### src/rtl/fir_eo_pkg.sv
package fir_eo_pkg;

    // Engine control state
    typedef enum logic {
        ENG_IDLE = 1'b0,
        ENG_RUN  = 1'b1
    } eng_state_e;

    // Which engine a sample index belongs to
    typedef enum logic {
        PAR_EVEN = 1'b0,
        PAR_ODD  = 1'b1
    } parity_e;

    // Minimum input spacing in cycles so that each engine is idle when
    // its next job (two samples later) arrives
    function automatic int f_min_gap(input int ntaps);
        return (ntaps + 2) / 2;
    endfunction

    // History depth: the window plus the samples written during one job,
    // rounded up to a power of two so that the pointer wraps for free
    function automatic int f_hist_depth(input int ntaps);
        return 2 ** $clog2(ntaps + 2);
    endfunction

endpackage

### src/rtl/fir_eo_hist.sv
module fir_eo_hist #(
    parameter int DW  = 16,
    parameter int HD  = 16,
    parameter int HAW = 4
) (
    input  logic                     clk,
    input  logic                     rst,
    input  logic                     wr_en,
    input  logic [DW-1:0]            wr_data,
    output logic [HAW-1:0]           wr_ptr,
    input  logic [1:0][HAW-1:0]      rd_addr,
    output logic [1:0][DW-1:0]       rd_data
);

    logic [DW-1:0] mem [HD];

    // Circular buffer indexed by absolute sample index modulo HD
    always_ff @(posedge clk) begin
        if (rst) begin
            for (int i = 0; i < HD; i++) begin
                mem[i] <= '0;
            end
            wr_ptr <= '0;
        end else if (wr_en) begin
            mem[wr_ptr] <= wr_data;
            wr_ptr      <= wr_ptr + 1'b1;
        end
    end

    // One combinational read port per engine
    for (genvar p = 0; p < 2; p++) begin : g_rd
        assign rd_data[p] = mem[rd_addr[p]];
    end

endmodule

### src/rtl/fir_eo_coef.sv
module fir_eo_coef #(
    parameter int CW    = 16,
    parameter int NTAPS = 8,
    parameter int TAW   = 3
) (
    input  logic                 clk,
    input  logic                 we,
    input  logic [TAW-1:0]       waddr,
    input  logic [CW-1:0]        wdata,
    input  logic [1:0][TAW-1:0]  rd_addr,
    output logic [1:0][CW-1:0]   rd_data
);

    logic [CW-1:0] mem [NTAPS];

    // Writes to addresses beyond the last tap are dropped
    always_ff @(posedge clk) begin
        if (we && (int'(waddr) < NTAPS)) begin
            mem[waddr] <= wdata;
        end
    end

    for (genvar p = 0; p < 2; p++) begin : g_rd
        assign rd_data[p] = mem[rd_addr[p]];
    end

endmodule

### src/rtl/fir_eo_mac.sv
module fir_eo_mac
    import fir_eo_pkg::*;
#(
    parameter int DW    = 16,
    parameter int CW    = 16,
    parameter int NTAPS = 8,
    parameter int HAW   = 4,
    parameter int TAW   = 3,
    parameter int AW    = 35,
    parameter int OW    = 32
) (
    input  logic              clk,
    input  logic              rst,
    input  logic              start,
    input  logic [HAW-1:0]    base,
    output logic [HAW-1:0]    hist_addr,
    output logic [TAW-1:0]    tap_addr,
    input  logic [DW-1:0]     hist_q,
    input  logic [CW-1:0]     coef_q,
    output logic              res_v,
    output logic [OW-1:0]     res_d
);

    localparam int PW = DW + CW;
    localparam logic [TAW-1:0] LAST_TAP = TAW'(NTAPS - 1);

    eng_state_e           state;
    logic [TAW-1:0]       tap;
    logic [HAW-1:0]       base_r;
    logic signed [AW-1:0] acc;
    logic signed [PW-1:0] prod;
    logic signed [AW-1:0] acc_nx;
    logic                 busy;

    assign busy      = (state == ENG_RUN);
    assign tap_addr  = tap;
    // Tap k reads the sample k positions older than the job's newest one
    assign hist_addr = base_r - HAW'(tap);

    always_comb begin
        prod   = $signed(hist_q) * $signed(coef_q);
        acc_nx = acc + AW'(prod);
    end

    always_ff @(posedge clk) begin
        if (rst) begin
            state  <= ENG_IDLE;
            tap    <= '0;
            base_r <= '0;
            acc    <= '0;
            res_v  <= 1'b0;
            res_d  <= '0;
        end else begin
            res_v <= 1'b0;
            unique case (state)
                ENG_IDLE: begin
                    if (start) begin
                        state  <= ENG_RUN;
                        tap    <= '0;
                        acc    <= '0;
                        base_r <= base;
                    end
                end
                ENG_RUN: begin
                    acc <= acc_nx;
                    if (tap == LAST_TAP) begin
                        state <= ENG_IDLE;
                        res_v <= 1'b1;
                        res_d <= acc_nx[OW-1:0];
                    end else begin
                        tap <= tap + 1'b1;
                    end
                end
                default: state <= ENG_IDLE;
            endcase
        end
    end

    // a new job never reaches an engine that is still accumulating
    start_idle_chk: assert property (@(posedge clk) disable iff (rst)
        start |-> !busy);

    // each job ends in a single-cycle result strobe
    done_pulse_chk: assert property (@(posedge clk) disable iff (rst)
        res_v |=> !res_v);

    // a result is flagged only as the engine leaves its run state
    done_leaves_run_chk: assert property (@(posedge clk) disable iff (rst)
        res_v |-> !busy);

endmodule

### src/rtl/fir_eo_merge.sv
module fir_eo_merge
    import fir_eo_pkg::*;
#(
    parameter int OW = 32
) (
    input  logic                clk,
    input  logic                rst,
    input  logic [1:0]          res_v,
    input  logic [1:0][OW-1:0]  res_d,
    output logic                y_valid,
    output logic [OW-1:0]       y_data
);

    logic [1:0]          hold_v;
    logic [1:0][OW-1:0]  hold_d;
    parity_e             next_par;
    logic                sel;

    assign sel = logic'(next_par);

    // Emit only the engine whose parity is next in sample order
    always_ff @(posedge clk) begin
        if (rst) begin
            hold_v   <= '0;
            hold_d   <= '0;
            next_par <= PAR_EVEN;
            y_valid  <= 1'b0;
            y_data   <= '0;
        end else begin
            y_valid <= 1'b0;
            if (hold_v[sel]) begin
                y_valid      <= 1'b1;
                y_data       <= hold_d[sel];
                hold_v[sel]  <= 1'b0;
                next_par     <= (next_par == PAR_EVEN) ? PAR_ODD : PAR_EVEN;
            end
            for (int e = 0; e < 2; e++) begin
                if (res_v[e]) begin
                    hold_v[e] <= 1'b1;
                    hold_d[e] <= res_d[e];
                end
            end
        end
    end

    for (genvar e = 0; e < 2; e++) begin : g_chk
        // a fresh result never lands on an unsent one
        hold_no_overrun_chk: assert property (@(posedge clk) disable iff (rst)
            res_v[e] |-> !hold_v[e]);
    end

    // outputs are single-cycle strobes
    out_gap_chk: assert property (@(posedge clk) disable iff (rst)
        y_valid |=> !y_valid);

endmodule

### src/rtl/fir_eo_dual.sv
module fir_eo_dual
    import fir_eo_pkg::*;
#(
    parameter int DW    = 16,
    parameter int CW    = 16,
    parameter int NTAPS = 8,
    parameter int OW    = 32,
    localparam int TAW  = $clog2(NTAPS)
) (
    input  logic             clk,
    input  logic             rst,
    input  logic             coef_we,
    input  logic [TAW-1:0]   coef_addr,
    input  logic [CW-1:0]    coef_data,
    input  logic             x_valid,
    input  logic [DW-1:0]    x_data,
    output logic             y_valid,
    output logic [OW-1:0]    y_data
);

    localparam int HD  = f_hist_depth(NTAPS);
    localparam int HAW = $clog2(HD);
    localparam int AW  = DW + CW + $clog2(NTAPS);

    logic [HAW-1:0]          wr_ptr;
    logic [1:0][HAW-1:0]     h_addr;
    logic [1:0][DW-1:0]      h_data;
    logic [1:0][TAW-1:0]     c_addr;
    logic [1:0][CW-1:0]      c_data;
    logic [1:0]              start;
    logic [1:0]              res_v;
    logic [1:0][OW-1:0]      res_d;
    parity_e                 in_par;

    // Input index parity: index 0 after reset goes to the even engine
    always_ff @(posedge clk) begin
        if (rst) begin
            in_par <= PAR_EVEN;
        end else if (x_valid) begin
            in_par <= (in_par == PAR_EVEN) ? PAR_ODD : PAR_EVEN;
        end
    end

    fir_eo_hist #(
        .DW  (DW),
        .HD  (HD),
        .HAW (HAW)
    ) u_hist (
        .clk     (clk),
        .rst     (rst),
        .wr_en   (x_valid),
        .wr_data (x_data),
        .wr_ptr  (wr_ptr),
        .rd_addr (h_addr),
        .rd_data (h_data)
    );

    fir_eo_coef #(
        .CW    (CW),
        .NTAPS (NTAPS),
        .TAW   (TAW)
    ) u_coef (
        .clk     (clk),
        .we      (coef_we),
        .waddr   (coef_addr),
        .wdata   (coef_data),
        .rd_addr (c_addr),
        .rd_data (c_data)
    );

    for (genvar e = 0; e < 2; e++) begin : g_eng
        assign start[e] = x_valid && (logic'(in_par) == 1'(e));

        fir_eo_mac #(
            .DW    (DW),
            .CW    (CW),
            .NTAPS (NTAPS),
            .HAW   (HAW),
            .TAW   (TAW),
            .AW    (AW),
            .OW    (OW)
        ) u_mac (
            .clk       (clk),
            .rst       (rst),
            .start     (start[e]),
            .base      (wr_ptr),
            .hist_addr (h_addr[e]),
            .tap_addr  (c_addr[e]),
            .hist_q    (h_data[e]),
            .coef_q    (c_data[e]),
            .res_v     (res_v[e]),
            .res_d     (res_d[e])
        );
    end

    fir_eo_merge #(
        .OW (OW)
    ) u_merge (
        .clk     (clk),
        .rst     (rst),
        .res_v   (res_v),
        .res_d   (res_d),
        .y_valid (y_valid),
        .y_data  (y_data)
    );

    // Outstanding-sample count, used only by the checks below
    logic [7:0] pend;
    always_ff @(posedge clk) begin
        if (rst) begin
            pend <= '0;
        end else begin
            pend <= pend + {7'd0, x_valid} - {7'd0, y_valid};
        end
    end

    // never more outputs than accepted inputs
    no_extra_out_chk: assert property (@(posedge clk) disable iff (rst)
        y_valid |-> (pend != 8'd0));

    // the output strobe is quiet in the cycle after reset
    reset_quiet_chk: assert property (@(posedge clk)
        rst |=> !y_valid);

endmodule

### config.mk
export PLATFORM = sky130hd
export DESIGN_NAME = fir_eo_dual
export DESIGN_NICKNAME = d
export VERILOG_FILES = /design/src/rtl/fir_eo_pkg.sv /design/src/rtl/fir_eo_hist.sv /design/src/rtl/fir_eo_coef.sv /design/src/rtl/fir_eo_mac.sv /design/src/rtl/fir_eo_merge.sv /design/src/rtl/fir_eo_dual.sv
export SDC_FILE = /design/constraint.sdc
export NUM_CORES = 2
export LEC_CHECK = 0
export BUFFER_PORTS_ARGS = -buffer_cell sky130_fd_sc_hd__buf_2
export CAP_MARGIN = 20
export CORE_MARGIN = 4
export CORE_UTILIZATION = 55
export DETAILED_ROUTE_END_ITERATION = 16
export HOLD_SLACK_MARGIN = 0.02
export PLACE_DENSITY = 0.69
export SYNTH_ARGS = -nofsm -noshare
export SYNTH_HDL_FRONTEND = slang
export SYNTH_SLANG_ARGS = --single-unit
### constraint.sdc
create_clock -name clk -period 8.6 [get_ports clk]
set_input_delay 2.58 -clock clk [delete_from_list [all_inputs] [get_ports clk]]
set_output_delay 2.58 -clock clk [all_outputs]
set_load 0.005 [all_outputs]
==> flow_metrics.tcl <==
set metrics [dict create \
    cp_top_family "adder cells" \
    io_pins 72 \
    gp_congestion 0.953 \
    hold_depth 2 \
    hold_viol 0 \
    avgSynthCellArea_sq_um 11.1 \
    synth_fa_ha_area_frac 0.284 \
    ys_seq_elements 641 \
    syn_nets 5366 \
    fin_ws_ps 222 \
    synthSimpleGateAreaFrac 0.117 \
    path_class "flop to flop" \
    drt_iter0_drc 3549 \
    clock_sinks 641 \
    grt_use_total 0.283 \
    die_w_um 311 \
    min_path_type "flop to flop" \
    drt-vias-per-instance 5.91 \
    synth_area_leaders "fa_1 (23%), edfxtp_1 (23%), dfxtp_1 (10%)" \
    grt_pass1_wl_um 212000 \
    fin_crit_ps 8380 \
    grt_max_degree 87 \
    grt_pass1_vias 35891 \
    die_h_um 311 \
    async_flop_share 0 \
    clkLatencyLatePin_ps 670 \
    timing.final.crit_share 0.974 \
    wl_um 136000 \
    wl_per_cell_um 23.3 \
    yosys.area.top_type "fa_1" \
    ant_nets 0 \
    clkTransAtPathRegs_ps 60 \
    cts_hold_buffers 0 \
    required_ps 9150 \
    dr.pass1.iters 6 \
    area_delta_synth_final_pct 10.8 \
    rows 110 \
    synth_most_common_cell "inv_1" \
    synth_top_family_by_area "adder cells" \
    yosysWarnings 0 \
    critPathMaxFanout 12 \
    portBuffers 71 \
    cap_violations 0 \
    critPathSlowestCell "fa_4" \
    netlist-cell-type-count 76 \
    arrival_ps 8920 \
    syn_inst 4531 \
    synth_common_cells "inv_1 (700), fa_1 (586), nor2_1 (456)" \
    fmax_mhz 119 \
    path_depth 29 \
    slowest_delay_ps 920 \
    synth_edf_count 384 \
    end_kind "flop" \
    status "finished clean" \
    synth_xor_area_frac 0.0147 \
    tightest_slew_ps 1190 \
    synth_top_area_share 0.232 \
    grt_setup_unrepaired "true" \
    ys.flop_type "edfxtp_1" \
    nets 5449 \
    dp_slack_ps -95.6 \
    antenna_found_initial 5 \
    worst_r2r_path_depth 29 \
    syn_area_sq_um 50500 \
    muxShareOfSynthArea 0.130 \
    crit_path_start_kind "flop" \
    ys_seq_area_frac 0.330 \
    initial_core_util 0.557 \
    via_count 34573 \
    holdWs_ps 455 \
    synth_compound_area_frac 0.0486 \
    hpwl_um 99100 \
    route.detailed.drc 0 \
    drive_gt1_frac 0.157 \
    core_sq_um 90600 \
    path_buf_inv 9 \
    final-max-slew-violation-count 0 \
    htreeDepth 3 \
    die_area_sq_um 96700 \
    cts.path.max_buffers 3 \
    root_buffer "clkbuf_16" \
    slew_headroom 0.207 \
    report.final.setup_viol 0 \
    overflow 0 \
    cts_tree "yes" \
    skew_ps 49.9 \
    numCtsBuffers 71 \
]
[worst paths after layout]
kind | endpoint | slack, ps | startpoint
worst max register to register | g_eng[1].u_mac.res_d[17] | 220 | g_eng[1].u_mac.tap_addr[0]
worst max-delay path | g_eng[1].u_mac.res_d[17] | 220 | g_eng[1].u_mac.tap_addr[0]
worst min-delay path | g_eng[0].u_mac.res_d[3] | 450 | g_eng[0].u_mac.res_d[3]
worst min register to register | g_eng[0].u_mac.res_d[3] | 450 | g_eng[0].u_mac.res_d[3]
[cells by family after synthesis]
group	after synthesis
compound gates	365
mux	412
buf+inv	970
flops	641
fa+ha+maj	796
xor+xnor	84
simple gates	1263
[timing repair]
| action | CTS | global route |
|---|---|---|
| pin swaps | 0 | 9 |
| cloned | 0 | 4 |
| buffers inserted | 0 | 31 |
| endpoints found under the setup margin | 6 | 55 |
| gates resized for setup | 4 | 83 |
[sequential cells by signal, indices dropped and copies added (netlist names), named ones only]
signal	flops
u_merge.hold_v	2
g_eng.u_mac.busy	2
u_merge.hold_d	64
g_eng.u_mac.tap_addr	6
in_par	1
u_coef.mem	128
u_merge.next_par	1
u_hist.wr_ptr	4
g_eng.u_mac.base_r	8
u_hist.mem	256
g_eng.u_mac.res_v	2
u_merge.y_data	32
g_eng.u_mac.acc	64
g_eng.u_mac.res_d	64
u_merge.y_valid	1
[area by class of cell]
class | count | area [sq um]
antenna | 3 | 7.51
clock buffer | 94 | 1990
clock inverter | 31 | 379
fill | 7160 | 34700
inverter | 701 | 2650
multi-input combinational | 2921 | 30500
sequential | 641 | 16700
tap | 1176 | 1470
timing repair buffer | 278 | 2240
[worst register-to-register path: cells and delay by family, from the launching register on]
| kind | cells | cell delay, ps |
|---|---|---|
| flops | 1 | 380 |
| fa+ha+maj | 9 | 4370 |
| xor+xnor | 1 | 450 |
| mux | 1 | 360 |
| buf+inv | 9 | 930 |
| simple gates | 3 | 460 |
| compound gates | 6 | 1310 |
[per-stage QoR]
stage / util / instance area, sq um / setup TNS [ps] / instances
after floorplan: - / 50500 / 0 / 4531
after global placement: 0.582 / 52700 / -12.5 / 5677
after detailed placement: 0.583 / 52800 / -272 / 5678
after CTS: 0.609 / 55200 / 0 / 5803
after global routing: 0.617 / 55900 / -220 / 5844
final: 0.617 / 55900 / 0 / 5845
[per-layer routing]
metal,up-vias,part of all wire,global-route usage
met1,17559,0.40,0.388
met5,-,0.000081,0
met3,267,0.082,0.0496
met4,2,0.039,0.0998
li1,15247,-,-
met2,1498,0.48,0.461
[cell usage in the layout (no fill, tap or decap), types with 9 or more instances in the layout]
cell type	Yosys	final
mux2i_2	1	10
nor2b_1	33	33
and3_1	264	264
fa_1	586	582
xnor2_1	62	60
a22o_1	10	10
a21oi_1	114	98
mux2_4	0	10
clkinv_1	1	9
clkbuf_1	177	15
and2_1	22	22
ha_1	210	201
buf_12	0	14
buf_4	14	181
a211oi_1	53	50
a31oi_1	11	9
mux2i_1	182	169
clkinvlp_4	0	9
o21ai_0	28	24
a22oi_1	47	47
a21oi_2	2	16
xor2_1	21	19
clkbuf_16	0	78
nor3_1	25	21
buf_2	52	70
mux4_2	192	192
edfxtp_1	384	384
nor2_1	456	456
mux2_2	35	25
nand3_1	22	22
o211ai_1	9	9
o21a_1	10	10
or2_2	25	25
nand2_1	344	344
a21o_1	27	27
dfxtp_1	257	249
inv_1	700	689
nand2b_1	42	41
Power is left out: the tool's default activity adds up to more than one toggle a clock period on the data nets, which glitch-free logic cannot reach.
